File: src/rtl/lutcell_pkg.sv
package lutcell_pkg;

    localparam int ATTR_W = 4;
    localparam int N_OUT  = 2;

    // index of each output in the storage array
    localparam int OUT_FULL = 0;
    localparam int OUT_HALF = 1;

    typedef struct packed {
        logic init_val;   // bit3: value taken on configuration
        logic sr_now;     // bit2: set/reset acts without waiting for an edge
        logic sr_set;     // bit1: set/reset drives 1 (else 0)
        logic use_reg;    // bit0: output taken from the flip-flop
    } stor_attr_t;

    function automatic logic sr_target(stor_attr_t a);
        return a.sr_set;
    endfunction

endpackage

File: src/rtl/lutcell_cfg.sv
module lutcell_cfg
    import lutcell_pkg::*;
#(
    parameter int TBL_W = 64
) (
    input  logic             clk,
    input  logic             rst,
    input  logic             load,
    input  logic [TBL_W-1:0] tbl_d,
    input  logic             dual_d,
    input  stor_attr_t       full_d,
    input  stor_attr_t       half_d,
    output logic [TBL_W-1:0] tbl_q,
    output logic             dual_q,
    output stor_attr_t       full_q,
    output stor_attr_t       half_q
);

    always_ff @(posedge clk) begin
        if (rst) begin
            tbl_q  <= '0;
            dual_q <= 1'b0;
            full_q <= '0;
            half_q <= '0;
        end else if (load) begin
            tbl_q  <= tbl_d;
            dual_q <= dual_d;
            full_q <= full_d;
            half_q <= half_d;
        end
    end

endmodule

File: src/rtl/lutcell_lookup.sv
module lutcell_lookup #(
    parameter int IN_W  = 6,
    parameter int TBL_W = 1 << IN_W
) (
    input  logic [TBL_W-1:0] tbl,
    input  logic [IN_W-1:0]  sel,
    input  logic             dual,
    output logic             full_val,
    output logic             half_val
);

    logic [IN_W-1:0] lo_idx;

    always_comb begin
        lo_idx   = {1'b0, sel[IN_W-2:0]};
        full_val = tbl[sel];
        half_val = dual ? tbl[lo_idx] : 1'b0;
    end

endmodule

File: src/rtl/lutcell_stor.sv
module lutcell_stor
    import lutcell_pkg::*;
(
    input  logic       clk,
    input  logic       rst,
    input  logic       load,
    input  logic       load_init,
    input  stor_attr_t attr,
    input  logic       d,
    input  logic       ce,
    input  logic       sr,
    output logic       q,
    output logic       y
);

    logic sr_val;

    always_comb begin
        sr_val = sr_target(attr);
        if (!attr.use_reg)
            y = d;
        else if (attr.sr_now && sr)
            y = sr_val;
        else
            y = q;
    end

    always_ff @(posedge clk) begin
        if (rst)
            q <= 1'b0;
        else if (load)
            q <= load_init;
        else if (sr)
            q <= sr_val;
        else if (ce)
            q <= d;
    end

endmodule

File: src/rtl/lut6_frac_cell.sv
module lut6_frac_cell
    import lutcell_pkg::*;
#(
    parameter  int IN_W  = 6,
    localparam int TBL_W = 1 << IN_W
) (
    input  logic              clk,
    input  logic              rst,
    input  logic              cfg_load,
    input  logic [TBL_W-1:0]  cfg_table,
    input  logic              cfg_dual,
    input  logic [ATTR_W-1:0] cfg_full_attr,
    input  logic [ATTR_W-1:0] cfg_half_attr,
    input  logic [IN_W-1:0]   lut_in,
    input  logic              ce,
    input  logic              sr,
    output logic              full_out,
    output logic              half_out
);

    logic [TBL_W-1:0] tbl_q;
    logic             dual_q;
    stor_attr_t       full_attr_q;
    stor_attr_t       half_attr_q;
    logic             full_val;
    logic             half_val;

    stor_attr_t       attr_arr  [N_OUT];
    stor_attr_t       ld_arr    [N_OUT];
    logic [N_OUT-1:0] d_vec;
    logic [N_OUT-1:0] q_vec;
    logic [N_OUT-1:0] y_vec;
    logic             q_full;
    logic             q_half;

    lutcell_cfg #(.TBL_W(TBL_W)) cfg_i (
        .clk    (clk),
        .rst    (rst),
        .load   (cfg_load),
        .tbl_d  (cfg_table),
        .dual_d (cfg_dual),
        .full_d (stor_attr_t'(cfg_full_attr)),
        .half_d (stor_attr_t'(cfg_half_attr)),
        .tbl_q  (tbl_q),
        .dual_q (dual_q),
        .full_q (full_attr_q),
        .half_q (half_attr_q)
    );

    lutcell_lookup #(.IN_W(IN_W), .TBL_W(TBL_W)) look_i (
        .tbl      (tbl_q),
        .sel      (lut_in),
        .dual     (dual_q),
        .full_val (full_val),
        .half_val (half_val)
    );

    always_comb begin
        attr_arr[OUT_FULL] = full_attr_q;
        attr_arr[OUT_HALF] = half_attr_q;
        ld_arr[OUT_FULL]   = stor_attr_t'(cfg_full_attr);
        ld_arr[OUT_HALF]   = stor_attr_t'(cfg_half_attr);
        d_vec[OUT_FULL]    = full_val;
        d_vec[OUT_HALF]    = half_val;
    end

    for (genvar g = 0; g < N_OUT; g++) begin : g_stor
        lutcell_stor stor_i (
            .clk       (clk),
            .rst       (rst),
            .load      (cfg_load),
            .load_init (ld_arr[g].init_val),
            .attr      (attr_arr[g]),
            .d         (d_vec[g]),
            .ce        (ce),
            .sr        (sr),
            .q         (q_vec[g]),
            .y         (y_vec[g])
        );
    end

    assign q_full   = q_vec[OUT_FULL];
    assign q_half   = q_vec[OUT_HALF];
    assign full_out = y_vec[OUT_FULL];
    assign half_out = y_vec[OUT_HALF];

endmodule

File: config.mk
export PLATFORM = sky130hd
export DESIGN_NAME = lut6_frac_cell
export DESIGN_NICKNAME = d
export VERILOG_FILES = /design/src/rtl/lutcell_pkg.sv /design/src/rtl/lutcell_cfg.sv /design/src/rtl/lutcell_lookup.sv /design/src/rtl/lutcell_stor.sv /design/src/rtl/lut6_frac_cell.sv
export SDC_FILE = /design/constraint.sdc
export NUM_CORES = 1
export LEC_CHECK = 0
export CORE_ASPECT_RATIO = 0.7
export CORE_MARGIN = 2
export CORE_UTILIZATION = 30
export CTS_CLUSTER_DIAMETER = 30
export DETAILED_ROUTE_END_ITERATION = 12
export MAX_ROUTING_LAYER = met4
export PLACE_DENSITY = 0.63
export SLEW_MARGIN = 15
export SYNTH_ARGS = -nofsm -noshare
export SYNTH_HDL_FRONTEND = slang
export SYNTH_SLANG_ARGS = --single-unit
File: constraint.sdc
create_clock -name clk -period 1.99 [get_ports clk]
set_clock_uncertainty 0.05 [all_clocks]
set_input_delay 0.2985 -clock clk [delete_from_list [all_inputs] [get_ports clk]]
set_output_delay 0.2985 -clock clk [all_outputs]
set_load 0.05 [all_outputs]
# After elaboration in Yosys (flattened, before gate mapping)
# Cells that the tools add are included.
op_classes:
  magnitude_cmp: 2
  n_mux: 15
  n_reduce_logical: 3
ops:
  columns: ["operator", "n"]
  rows:
  - ["1-bit two-way mux", 13]
  - ["5-bit by 7-bit less-than comparator with 1-bit output (second input constant)", 1]
  - ["6-bit by 7-bit less-than comparator with 1-bit output (second input constant)", 1]
  - ["1-bit binary-select mux with 6-bit select", 1]
  - ["1-bit binary-select mux with 5-bit select", 1]
  - ["3-bit nonzero test", 1]
  - ["1-bit logical AND", 2]
totals:
  regBits: 73
  inputBits: 84
  out_inout_bits: 2
  elab_cells: 30

# Logic depth before layout (Yosys ltp)
# Gate-level depths: netlist (run 1).
logic_depth:
  word_depth: 6
  depth_mapped: 8
  ltp_nobuf: 6

# Modules after synthesis
# A second synthesis (run 1) with hierarchy kept.
unflattened:
  hier_cells: 319
  area_unflattened_um2: 3457.1
modules_own_cells:
  columns: ["mod", "instances", "cells_each", "area_per_inst_um2", "seq_area_each_um2"]
  rows:
  - ["lutcell_cfg", 1, 235, 2657.5, 1461.4]
  - ["lutcell_lookup", 1, 64, 629.4, 0.0]
  - ["lutcell_stor", 2, 10, 85.1, 20.0]

# Worst setup path after synthesis (run 1)
# Ideal clock, no wire load.
synth_timing:
  path_kind: "input port to output port"
  from: "input lut_in[1]"
  to: "output full_out"
  t_arrival_ns: 2.204
  t_required_ns: 1.641
  setup_slack_ns: -0.563
  path_stages: 8
  path_buffers: 2
  path_cell_list: "buf_4 buf_8 mux2i_1 a22oi_1 nand3_1 nand4_1 mux2i_1 o21ai_0"
synth_via:
  elab_chain_cells: 3
synth_rtl:
  columns: ["element", "line", "source"]
  rows:
  - ["start, declared", "lut6_frac_cell.sv:14", "input logic [IN_W-1:0] lut_in,"]
  - ["1-bit binary-select mux with 6-bit select", "lutcell_lookup.sv:16", "full_val = tbl[sel];"]
  - ["1-bit two-way mux (implied by the code)", "lutcell_lookup.sv:16", null]
  - ["1-bit two-way mux", "lutcell_stor.sv:20", "if (!attr.use_reg)"]
  - ["end, declared", "lut6_frac_cell.sv:17", "output logic full_out,"]
# Every way passes these cells. The select of a mux whose other input is x is not followed.

# Final worst setup path (run 1)
# Same ends and word-level chain as after synthesis.

==> results of run 1 <==
==> metal layers <==
layer	global-route usage	routed length, microns
met4	0.0323	66
met5	-	0
met3	0.0455	447
met2	0.216	3640
met1	0.205	4250
==> kinds of logic after synthesis <==
| group | Yosys count | share of synthesized area |
|---|---|---|
| compound gates | 25 | 0.0476 |
| buf+inv | 25 | 0.0479 |
| flops | 73 | 0.441 |
| mux | 106 | 0.321 |
| simple gates | 110 | 0.143 |
==> timing repair <==
action,4_1_cts,5_1_grt
buffers inserted,1,0
hold endpoints to repair,0,0
gates resized for setup,47,4
setup endpoints to repair,3,2
cloned,4,0
pin swaps,19,3
==> final cells by class <==
type,count,area share
clock buffers,12,0.0510
clock inverters,3,0.00363
multi-input cells,241,0.368
flip-flops and latches,73,0.305
well taps,153,0.0396
repair buffers,103,0.233
==> worst max-delay path by stage <==
stage	start	end	slack [ps]	cells past startpoint
floorplan	lut_in[1]	full_out	70	8
global placement	lut_in[1]	full_out	-530	10
CTS	cfg_i.tbl_q[1]$_SDFFE_PP0P_	full_out	-70	7
finish	lut_in[1]	full_out	-10	10
global route	cfg_i.tbl_q[47]$_SDFFE_PP0P_	full_out	-150	7
detailed placement	lut_in[0]	full_out	-570	8
==> power breakdown <==
part           switching (uW)  leakage, uW  internal [uW]
logic                     259      0.00135            370
registers                53.8     0.000606           1550
clock network             579     0.000128            866
total                     893      0.00208           2790
==> sequential cells by signal (all words and copies together) (netlist names) <==
register	cells
cfg_i.full_q	3
cfg_i.tbl_q	64
cfg_i.dual_q	1
cfg_i.half_q	3
g_stor.stor_i.q	2
==> Yosys cell counts <==
cell	n
and2b_4	1
a211oi_1	2
buf_4	1
nor2b_1	1
a31oi_1	2
mux2i_1	104
nor2_1	77
dfxtp_1	73
nand2b_1	2
and2b_1	1
o21ai_0	2
buf_2	9
clkbuf_1	8
buf_1	2
a21oi_1	9
nand2_1	8
buf_6	3
buf_12	1
or4b_2	1
nor3b_1	1
and2b_2	1
or3b_2	1
mux2_2	2
buf_8	1
a22oi_1	8
nand3_1	14
o22ai_1	1
nand4_1	2
a311oi_1	1
==> worst min-delay path: stages <==
cell and delay, ps:
buf_2 110, or4b_2 120, o22ai_1 60
==> layout by cell type (no fill, tap or decap), types with 2 or more instances in the layout <==
cell	n
nor2_1	75
nand3_1	14
mux2_2	2
buf_4	11
dlygate4sd2_1	2
a21oi_1	9
dfxtp_1	64
buf_2	2
clkinv_2	2
nand2_1	8
buf_12	6
nand4_1	2
a211oi_2	2
mux2i_2	4
buf_16	4
o21ai_2	2
and2b_2	2
clkbuf_16	9
a22oi_2	5
clkdlybuf4s50_1	76
a31oi_1	2
clkbuf_1	2
buf_6	2
a22oi_1	3
dfxtp_2	9
mux2i_1	100
==> through the flow <==
step / TNS (ps) / power, uW
floorplan: 0 / 1940
global placement: -1340 / 2210
detailed placement: -1540 / 2210
CTS: -124 / 3720
global route: -286 / 3860
finish: -12.4 / 3680
==> impl_metrics.prom, run 1 <==
# TYPE chip_impl_metric gauge
chip_impl_info{name="status",value="finished, violations left"} 1
chip_impl_info{name="failing_checks",value="negative setup slack"} 1
chip_impl_info{name="critical_path.startpoint_type",value="input port"} 1
chip_impl_metric{name="ctsHtreeMaxLevel",unit=""} 3
chip_impl_metric{name="worstMarginPinSlew",unit="ps"} 379
chip_impl_metric{name="final_cells",unit=""} 585
chip_impl_metric{name="drt-vias-per-instance",unit=""} 4.56
chip_impl_metric{name="maximum_single_stage_delay_on_the_critical_path",unit="ps"} 240
chip_impl_info{name="reg2reg_to",value="g_stor[0].stor_i.q$_SDFFE_PP0P_"} 1
chip_impl_metric{name="vias_in_the_first_global_route",unit=""} 2610
chip_impl_info{name="critPathKind",value="in2out"} 1
chip_impl_metric{name="crit_buf_inv",unit=""} 4
chip_impl_metric{name="synth_seq_cells",unit=""} 73
chip_impl_metric{name="netlist_instances",unit=""} 339
chip_impl_info{name="post_synth_main_area_contributors",value="dfxtp_1 44%, mux2i_1 31%, nor2_1 8.7%"} 1
chip_impl_metric{name="multiInputGateArea",unit="sq um"} 1780
chip_impl_metric{name="static-leakage-power",unit="uW"} 0.00208
chip_impl_info{name="timing.hold.worst_endpoint",value="g_stor[1].stor_i.q$_SDFFE_PP0P_"} 1
chip_impl_metric{name="drt_drc_violations_left",unit=""} 0
chip_impl_metric{name="num_rows",unit=""} 32
chip_impl_metric{name="max_cap_violations",unit=""} 0
chip_impl_metric{name="post_synth_instance_area",unit="sq um"} 3310
chip_impl_metric{name="dr.first_iter.drc_count",unit=""} 218
chip_impl_metric{name="rr_worst_depth",unit=""} 8
chip_impl_metric{name="timing.final.max_slew_violations",unit=""} 0
chip_impl_metric{name="cts_hold_buf",unit=""} 0
chip_impl_info{name="clock_tree_from_tritoncts",value="done"} 1
chip_impl_metric{name="synth-seq-area-share",unit=""} 0.441
chip_impl_metric{name="synthesis.area_per_instance",unit="sq um"} 9.78
chip_impl_info{name="timing.critical_path.slowest_stage_cell",value="mux2i_2"} 1
chip_impl_metric{name="synth.top_cell.area_share",unit=""} 0.441
chip_impl_metric{name="nets",unit=""} 512
chip_impl_metric{name="grt_antenna_before_repair",unit=""} 0
chip_impl_metric{name="grt_start_max_net_pins",unit=""} 74
chip_impl_metric{name="fp.dieArea",unit="sq um"} 11900
chip_impl_metric{name="diodes",unit=""} 0
chip_impl_metric{name="timing.final.setup_violations",unit=""} 1
chip_impl_metric{name="pre_cts_slack",unit="ps"} -574
chip_impl_metric{name="postRouteWirelength",unit="mm"} 8.40
chip_impl_metric{name="ant_nets",unit=""} 0
chip_impl_metric{name="dr_total_vias",unit=""} 2666
chip_impl_metric{name="yosys_synthesis_warning_count",unit=""} 0
chip_impl_info{name="worst_hold_startpoint",value="rst"} 1
chip_impl_metric{name="cts.sinks",unit=""} 73
chip_impl_info{name="hold_path.class",value="in2reg"} 1
chip_impl_metric{name="ioPinCount",unit=""} 86
chip_impl_info{name="worstSetupEndpointType",value="output pin"} 1
chip_impl_metric{name="yosys.cell_types.count",unit=""} 29
chip_impl_metric{name="power.density_cell_area",unit="nW/um^2"} 763
chip_impl_metric{name="globalRouteOverflowTotal",unit=""} 0
chip_impl_metric{name="timing.reg2reg.setup_slack",unit="ps"} 410
chip_impl_metric{name="dpl-instance-area",unit="sq um"} 4370
chip_impl_metric{name="final_min_period_over_clock_period",unit=""} 1.01
chip_impl_metric{name="clockBufferDepth",unit=""} 2
chip_impl_metric{name="critical_path_required",unit="ps"} 1640
chip_impl_metric{name="regArea",unit="sq um"} 1470
chip_impl_metric{name="min_period",unit="ps"} 2000
chip_impl_metric{name="areaGrowthSynthToFinish",unit="%"} 45.7
chip_impl_metric{name="mappedNetlistNets",unit=""} 423
chip_impl_metric{name="clk_pin_slew",unit="ps"} 60
chip_impl_metric{name="floorplan.core_area",unit="sq um"} 10900
chip_impl_metric{name="cts-buffers-inserted",unit=""} 9
chip_impl_metric{name="finish.instance_area",unit="sq um"} 4830
chip_impl_metric{name="layout-drive-gt1-share",unit=""} 0.164
chip_impl_metric{name="clock.fmax",unit="GHz"} 0.499
chip_impl_metric{name="routed_wire_length_per_instance",unit="microns"} 14.4
chip_impl_metric{name="gp_routability_congestion",unit=""} 0.813
chip_impl_metric{name="wire_length_of_the_first_global_routing_pass",unit="mm"} 13.3
chip_impl_info{name="critical_path.cell_chain",value="buf_6 > buf_12 > buf_4 > mux2i_1 > a22oi_1 > nand3_1 > nand4_1 > mux2i_2 > o21ai_2 > buf_12"} 1
chip_impl_metric{name="hold_viol",unit=""} 0
chip_impl_metric{name="die_height",unit="microns"} 91.9
chip_impl_info{name="worst_path_dominant_cell_family",value="buffers and inverters"} 1
chip_impl_metric{name="place.port_buffers",unit=""} 85
chip_impl_metric{name="floorplan.initialDensity",unit=""} 0.304
chip_impl_metric{name="worst_slew_margin_rel",unit=""} 0.747
chip_impl_metric{name="worstSkewPairLatency",unit="ps"} 330
chip_impl_metric{name="nFillCells",unit=""} 1069
chip_impl_metric{name="die_width",unit="microns"} 130
chip_impl_info{name="synth_top_area_cell",value="dfxtp_1"} 1
chip_impl_info{name="root_buffer",value="clkbuf_16"} 1
chip_impl_metric{name="critical_path_arrival",unit="ps"} 1650
chip_impl_metric{name="detailedRoute.firstPassIterationCount",unit=""} 4
chip_impl_metric{name="critPathMaxFanout",unit=""} 6
chip_impl_info{name="unrepaired_setup_endpoints_after_global_routing",value="true"} 1
chip_impl_metric{name="worst_ir_drop_vdd",unit="V"} 0.000412
chip_impl_metric{name="finish.utilization",unit=""} 0.443
chip_impl_metric{name="place_inst",unit=""} 565
chip_impl_metric{name="detailedPlacementHpwl",unit="mm"} 5.99
chip_impl_info{name="timing.rr.start",value="cfg_i.tbl_q[40]$_SDFFE_PP0P_"} 1
chip_impl_metric{name="final.hold.worst_slack",unit="ps"} 270
chip_impl_metric{name="worst_slack",unit="ps"} -12.4
chip_impl_info{name="critical-path-top-cell-by-count",value="buf_12"} 1
chip_impl_metric{name="gr-usage-all-layers",unit=""} 0.149
chip_impl_metric{name="min_delay_path_depth",unit=""} 3
Note: power is estimated with default switching activity, not from simulation.
==> run 2, diff against run 1 <==
--- a/config.mk
+++ b/config.mk
@@ -6,7 +6,6 @@
 export NUM_CORES = 1
 export LEC_CHECK = 0
 export CORE_ASPECT_RATIO = 0.7
-export CORE_MARGIN = 2
 export CORE_UTILIZATION = 30
 export CTS_CLUSTER_DIAMETER = 30
 export DETAILED_ROUTE_END_ITERATION = 12
==> run 2 against run 1 <==
  * The run still ends with negative setup slack left
  * Cell area grew 1.4%
  * Combinational power grew 2%
  * Register-to-register slack gained 80 ps
  * Flip-flop and latch count is the same
  * Sequential share of layout area shrank 0.50 points
  * First-iteration DRC count shrank 34%
  * Clock power grew 10%
  * Global-route usage grew 1.3 points
==> impl_metrics.prom, run 2 (same netlist as run 1, synthesis figures left out) <==
# TYPE chip_impl_metric gauge
chip_impl_metric{name="worstMarginPinSlew",unit="ps"} 379
chip_impl_metric{name="critical_path_required",unit="ps"} 1640
chip_impl_metric{name="floorplan.core_area",unit="sq um"} 10600
chip_impl_metric{name="routed_wire_length_per_instance",unit="microns"} 14.5
chip_impl_metric{name="wire_length_of_the_first_global_routing_pass",unit="mm"} 13.9
chip_impl_metric{name="layout-drive-gt1-share",unit=""} 0.168
chip_impl_metric{name="power.density_cell_area",unit="nW/um^2"} 785
chip_impl_info{name="clock_tree_from_tritoncts",value="done"} 1
chip_impl_info{name="timing.critical_path.slowest_stage_cell",value="dfxtp_1"} 1
chip_impl_metric{name="worst_slack",unit="ps"} -69.9
chip_impl_metric{name="globalRouteOverflowTotal",unit=""} 0
chip_impl_metric{name="final_min_period_over_clock_period",unit=""} 1.04
chip_impl_metric{name="p_total",unit="uW"} 3850
chip_impl_info{name="critPathKind",value="reg2out"} 1
chip_impl_metric{name="clockBufferDepth",unit=""} 2
chip_impl_metric{name="vias_in_the_first_global_route",unit=""} 2833
chip_impl_metric{name="finish.instance_area",unit="sq um"} 4900
chip_impl_metric{name="worstSkewPairLatency",unit="ps"} 330
chip_impl_metric{name="cts.sinks",unit=""} 73
chip_impl_info{name="worst_path_dominant_cell_family",value="multiplexers"} 1
chip_impl_metric{name="num_rows",unit=""} 31
chip_impl_metric{name="min_period",unit="ps"} 2060
chip_impl_metric{name="critical_path_arrival",unit="ps"} 1710
chip_impl_metric{name="floorplan.initialDensity",unit=""} 0.314
chip_impl_metric{name="dr.first_iter.drc_count",unit=""} 143
chip_impl_metric{name="crit_buf_inv",unit=""} 1
chip_impl_metric{name="static-leakage-power",unit="uW"} 0.00212
chip_impl_metric{name="detailedRoute.firstPassIterationCount",unit=""} 4
chip_impl_info{name="unrepaired_setup_endpoints_after_global_routing",value="true"} 1
chip_impl_metric{name="final.hold.worst_slack",unit="ps"} 177
chip_impl_info{name="status",value="finished, violations left"} 1
chip_impl_metric{name="dpl-instance-area",unit="sq um"} 4370
chip_impl_info{name="layout.cells.most_common_list",value="97 x mux2i_1, 76 x clkdlybuf4s50_1, 75 x nor2_1"} 1
chip_impl_metric{name="timing.final.max_slew_violations",unit=""} 0
chip_impl_info{name="worstSetupEndpointType",value="output pin"} 1
chip_impl_metric{name="drt_drc_violations_left",unit=""} 0
chip_impl_metric{name="pre_cts_slack",unit="ps"} -680
chip_impl_metric{name="max_cap_violations",unit=""} 0
chip_impl_info{name="largest_register",value="cfg_i.tbl_q"} 1
chip_impl_metric{name="worst_slew_margin_rel",unit=""} 0.748
chip_impl_metric{name="grt_antenna_before_repair",unit=""} 0
chip_impl_metric{name="ioPinCount",unit=""} 86
chip_impl_info{name="hold_path.class",value="in2reg"} 1
chip_impl_info{name="critical_path.cell_chain",value="mux2i_2 > nand3_1 > nand3_1 > nand4_1 > mux2i_2 > o21ai_2 > buf_12"} 1
chip_impl_info{name="layout.cells.most_common",value="mux2i_1"} 1
chip_impl_metric{name="critPathMaxFanout",unit=""} 2
chip_impl_metric{name="postRouteWirelength",unit="mm"} 8.46
chip_impl_metric{name="fp.dieArea",unit="sq um"} 11500
chip_impl_metric{name="timing.final.setup_violations",unit=""} 2
chip_impl_metric{name="hold_viol",unit=""} 0
chip_impl_info{name="top_registers",value="cfg_i.tbl_q x64, cfg_i.full_q x3, cfg_i.half_q x3"} 1
chip_impl_metric{name="gr-usage-all-layers",unit=""} 0.162
chip_impl_metric{name="finish.utilization",unit=""} 0.464
chip_impl_metric{name="dr_total_vias",unit=""} 2720
chip_impl_metric{name="nets",unit=""} 515
chip_impl_metric{name="die_height",unit="microns"} 89.9
chip_impl_metric{name="maximum_single_stage_delay_on_the_critical_path",unit="ps"} 320
chip_impl_info{name="critical_path.startpoint_type",value="register"} 1
chip_impl_metric{name="detailedPlacementHpwl",unit="mm"} 6.06
chip_impl_metric{name="die_width",unit="microns"} 128
chip_impl_metric{name="drt-vias-per-instance",unit=""} 4.67
chip_impl_metric{name="areaGrowthSynthToFinish",unit="%"} 47.8
chip_impl_info{name="failing_checks",value="negative setup slack"} 1
chip_impl_metric{name="diodes",unit=""} 0
chip_impl_metric{name="cts-buffers-inserted",unit=""} 9
chip_impl_metric{name="clock.fmax",unit="GHz"} 0.485
chip_impl_metric{name="gp_routability_congestion",unit=""} 0.805
chip_impl_metric{name="grt_start_max_net_pins",unit=""} 38
chip_impl_metric{name="ctsHtreeMaxLevel",unit=""} 3
chip_impl_metric{name="clk_pin_slew",unit="ps"} 50
chip_impl_metric{name="largest_reg_flops",unit=""} 64
chip_impl_info{name="root_buffer",value="clkbuf_16"} 1
chip_impl_metric{name="ant_nets",unit=""} 0
chip_impl_metric{name="worst_ir_drop_vdd",unit="V"} 0.000457
chip_impl_metric{name="place.port_buffers",unit=""} 85
chip_impl_metric{name="nFillCells",unit=""} 1005
chip_impl_metric{name="cts_hold_buf",unit=""} 0
-- run 2: where the power goes --
group          switching (uW)  total [uW]  internal (uW)
combinational             265         642            377
clock                     573        1600           1030
sequential               53.1        1610           1550
total                     891        3850           2960
-- run 2: area by class of cell --
type,instances,area (sq um),share of cell area
clock buffer,12,256,0.0524
multi-input combinational,241,1790,0.365
sequential,73,1470,0.300
tap,148,185,0.0378
timing repair buffer,106,1160,0.237
clock inverter,3,40.0,0.00817
-- run 2: repair_timing --
item                                    in CTS  in global routing
endpoints found under the setup margin       3                  2
buffers inserted                             3                  0
resized for setup                           51                  2
gates cloned                                 3                  0
pin swaps                                    8                  0
-- run 2: stage by stage --
step	instances	setup TNS (ps)
after CTS	583	-127
after global placement	562	-1480
after floorplan	339	0
final	583	-80.5
after global routing	583	-349
after detailed placement	562	-2040
-- run 2: worst reg2reg max path, delay by kind of cell (launching register included) --
family          cells  cell delay (ps)
compound gates      1               60
buf+inv             1              150
flops               1              320
mux                 2              440
simple gates        3              360
-- run 2: layer usage --
layer  wire [microns]  global-route usage
met1             4200               0.209
met2             3640               0.242
met3              528              0.0518
met4               93              0.0451
met5                0                   -
-- run 2: path summary, 6_finish.rpt --
check                                                       end                         from  slack (ps)  depth (start not counted)
worst min-delay path               cfg_i.full_q[1]$_SDFFE_PP0P_                          rst         180                          2
worst max-delay path                                   full_out  cfg_i.tbl_q[3]$_SDFFE_PP0P_         -70                          7
worst max register to register  g_stor[0].stor_i.q$_SDFFE_PP0P_  cfg_i.tbl_q[3]$_SDFFE_PP0P_         490                          7
worst min register to register        cfg_i.dual_q$_SDFFE_PP0P_    cfg_i.dual_q$_SDFFE_PP0P_         440                          2
==> run 3, diff against run 2 <==
--- a/config.mk
+++ b/config.mk
@@ -9,8 +9,9 @@
 export CORE_UTILIZATION = 30
 export CTS_CLUSTER_DIAMETER = 30
 export DETAILED_ROUTE_END_ITERATION = 12
+export DONT_BUFFER_PORTS = 1
 export MAX_ROUTING_LAYER = met4
-export PLACE_DENSITY = 0.63
+export PLACE_DENSITY = 0.53
 export SLEW_MARGIN = 15
 export SYNTH_ARGS = -nofsm -noshare
 export SYNTH_HDL_FRONTEND = slang
==> constraint.sdc (replaced) <==
create_clock -name clk -period 2.4 [get_ports clk]
set_clock_uncertainty 0.05 [all_clocks]
set_input_delay 0.36 -clock clk [delete_from_list [all_inputs] [get_ports clk]]
set_output_delay 0.36 -clock clk [all_outputs]
set_load 0.05 [all_outputs]
==> run 3 against run 2 <==
  * Core utilization decreased by 11 points
  * The run now ends clean
  * Non-clock buffer count fell by 104
  * Clock power shrank 8%
  * Critical path type unchanged
==> impl_metrics.prom, run 3 (same netlist as run 1, synthesis figures left out) <==
# TYPE chip_impl_metric gauge
chip_impl_metric{name="dr_total_vias",unit=""} 2308
chip_impl_metric{name="routed_wire_length_per_instance",unit="microns"} 16.4
chip_impl_metric{name="power.density_cell_area",unit="nW/um^2"} 819
chip_impl_metric{name="grt_start_max_net_pins",unit=""} 79
chip_impl_info{name="worstSetupEndpointType",value="output pin"} 1
chip_impl_metric{name="place_inst",unit=""} 464
chip_impl_info{name="root_buffer",value="clkbuf_16"} 1
chip_impl_metric{name="timing.final.setup_violations",unit=""} 0
chip_impl_metric{name="drt-vias-per-instance",unit=""} 4.81
chip_impl_metric{name="critical_path_arrival",unit="ps"} 1760
chip_impl_metric{name="dr.first_iter.drc_count",unit=""} 124
chip_impl_info{name="critical_path.startpoint_type",value="register"} 1
chip_impl_metric{name="cts-buffers-inserted",unit=""} 9
chip_impl_info{name="largest_register",value="cfg_i.tbl_q"} 1
chip_impl_metric{name="ctsHtreeMaxLevel",unit=""} 3
chip_impl_metric{name="floorplan.core_area",unit="sq um"} 10600
chip_impl_metric{name="final_min_period_over_clock_period",unit=""} 0.903
chip_impl_metric{name="detailedRoute.firstPassIterationCount",unit=""} 4
chip_impl_metric{name="cts_hold_buf",unit=""} 0
chip_impl_metric{name="clock.fmax",unit="GHz"} 0.461
chip_impl_metric{name="worstMarginPinSlew",unit="ps"} 345
chip_impl_metric{name="totalNegativeSetupSlack",unit="ps"} 0
chip_impl_metric{name="cts.repair.resized",unit=""} 0
chip_impl_metric{name="min_period",unit="ps"} 2170
chip_impl_metric{name="gr-usage-all-layers",unit=""} 0.149
chip_impl_metric{name="largest_reg_flops",unit=""} 64
chip_impl_metric{name="ant_nets",unit=""} 0
chip_impl_metric{name="gp_routability_congestion",unit=""} 0.703
chip_impl_metric{name="detailedPlacementHpwl",unit="mm"} 5.49
chip_impl_metric{name="nets",unit=""} 411
chip_impl_metric{name="areaGrowthSynthToFinish",unit="%"} 11.2
chip_impl_info{name="unrepaired_setup_endpoints_after_global_routing",value="false"} 1
chip_impl_metric{name="clk_pin_slew",unit="ps"} 60
chip_impl_info{name="layout.cells.most_common_list",value="104 x mux2i_1, 77 x nor2_1, 73 x dfxtp_1"} 1
chip_impl_info{name="clock_tree_from_tritoncts",value="done"} 1
chip_impl_metric{name="worst_slew_margin_rel",unit=""} 0.770
chip_impl_info{name="layout.cells.most_common",value="mux2i_1"} 1
chip_impl_metric{name="static-leakage-power",unit="uW"} 0.00162
chip_impl_metric{name="critPathMaxFanout",unit=""} 2
chip_impl_metric{name="final_cells",unit=""} 480
chip_impl_metric{name="die_width",unit="microns"} 128
chip_impl_metric{name="critical_path_required",unit="ps"} 1990
chip_impl_metric{name="worst_ir_drop_vdd",unit="V"} 0.000346
chip_impl_metric{name="drt_drc_violations_left",unit=""} 0
chip_impl_metric{name="post-cts-setup-buffer-count",unit=""} 0
chip_impl_metric{name="ioPinCount",unit=""} 86
chip_impl_info{name="hold_path.class",value="in2reg"} 1
chip_impl_metric{name="place.port_buffers",unit=""} 0
chip_impl_metric{name="multiInputGateArea",unit="sq um"} 1690
chip_impl_metric{name="cts.sinks",unit=""} 73
chip_impl_metric{name="max_cap_violations",unit=""} 0
chip_impl_metric{name="postRouteWirelength",unit="mm"} 7.85
chip_impl_metric{name="clockBufferDepth",unit=""} 2
chip_impl_metric{name="worstSkewPairLatency",unit="ps"} 330
chip_impl_info{name="critPathKind",value="reg2out"} 1
chip_impl_metric{name="final.hold.worst_slack",unit="ps"} 40.1
chip_impl_metric{name="nFillCells",unit=""} 1081
chip_impl_metric{name="regArea",unit="sq um"} 1460
chip_impl_metric{name="floorplan.initialDensity",unit=""} 0.314
chip_impl_metric{name="diodes",unit=""} 0
chip_impl_metric{name="layout-drive-gt1-share",unit=""} 0.0693
chip_impl_metric{name="die_height",unit="microns"} 89.9
chip_impl_info{name="status",value="finished clean"} 1
chip_impl_metric{name="fp.dieArea",unit="sq um"} 11500
chip_impl_metric{name="globalRouteOverflowTotal",unit=""} 0
chip_impl_metric{name="vias_in_the_first_global_route",unit=""} 2324
chip_impl_metric{name="grt_antenna_before_repair",unit=""} 0
chip_impl_metric{name="timing.final.max_slew_violations",unit=""} 0
chip_impl_metric{name="pre_cts_slack",unit="ps"} 352
chip_impl_metric{name="worst_slack",unit="ps"} 233
chip_impl_metric{name="num_rows",unit=""} 31
chip_impl_metric{name="hold_viol",unit=""} 0
chip_impl_metric{name="wire_length_of_the_first_global_routing_pass",unit="mm"} 12.6
chip_impl_info{name="top_registers",value="cfg_i.tbl_q x64, cfg_i.full_q x3, cfg_i.half_q x3"} 1
## run 3: cell count changes in the layout (fill, tap and decap cells not counted), sizes merged
cell,previous run,this run
clkdlybuf4s50,76,0
buf,28,2
clkinv,2,0
clkinvlp,0,2
bufinv,1,2
clkbuf,13,12
dlygate4sd2,1,0
## run 3: layout make-up
cell class,count,share of cell area
sequential,73,0.396
tap,148,0.0502
timing repair buffer,2,0.00407
clock inverter,4,0.0204
multi-input combinational,241,0.459
clock buffer,12,0.0696
## run 3: metrics by stage
stage	utilization	area, sq um	total power, uW
final	0.350	3690	3020
after global routing	0.350	3690	3150
after CTS	0.350	3690	3070
after detailed placement	0.318	3360	1580
after global placement	0.318	3360	1580
after floorplan	-	3310	1600
## run 3: routing by layer
layer  wire, microns  global-route usage
met4              21              0.0441
met3             602              0.0685
met1            3860               0.198
met5               0                   -
met2            3370               0.199
## run 3: worst paths after layout
check | startpoint | end | slack (ps) | cells past startpoint
worst max-delay path | cfg_i.tbl_q[35]$_SDFFE_PP0P_ | full_out | 230 | 7
worst min-delay path | rst | cfg_i.tbl_q[3]$_SDFFE_PP0P_ | 40 | 1
worst max register to register | cfg_i.tbl_q[35]$_SDFFE_PP0P_ | g_stor[0].stor_i.q$_SDFFE_PP0P_ | 970 | 6
worst min register to register | cfg_i.tbl_q[20]$_SDFFE_PP0P_ | cfg_i.tbl_q[20]$_SDFFE_PP0P_ | 440 | 2
## run 3: critical path: stages, from the launching register on
cell and delay [ps]:
dfxtp_1 330, mux2i_1 80, a211oi_1 260, nand3_1 120, nand4_1 160, mux2i_1 130, o21ai_1 140, buf_4 210
## run 3: power breakdown
part	internal (uW)	switching, uW	leakage, uW
sequential	1290	42.2	0.000603
clock	967	502	0.000155
combinational	129	94.1	0.000863
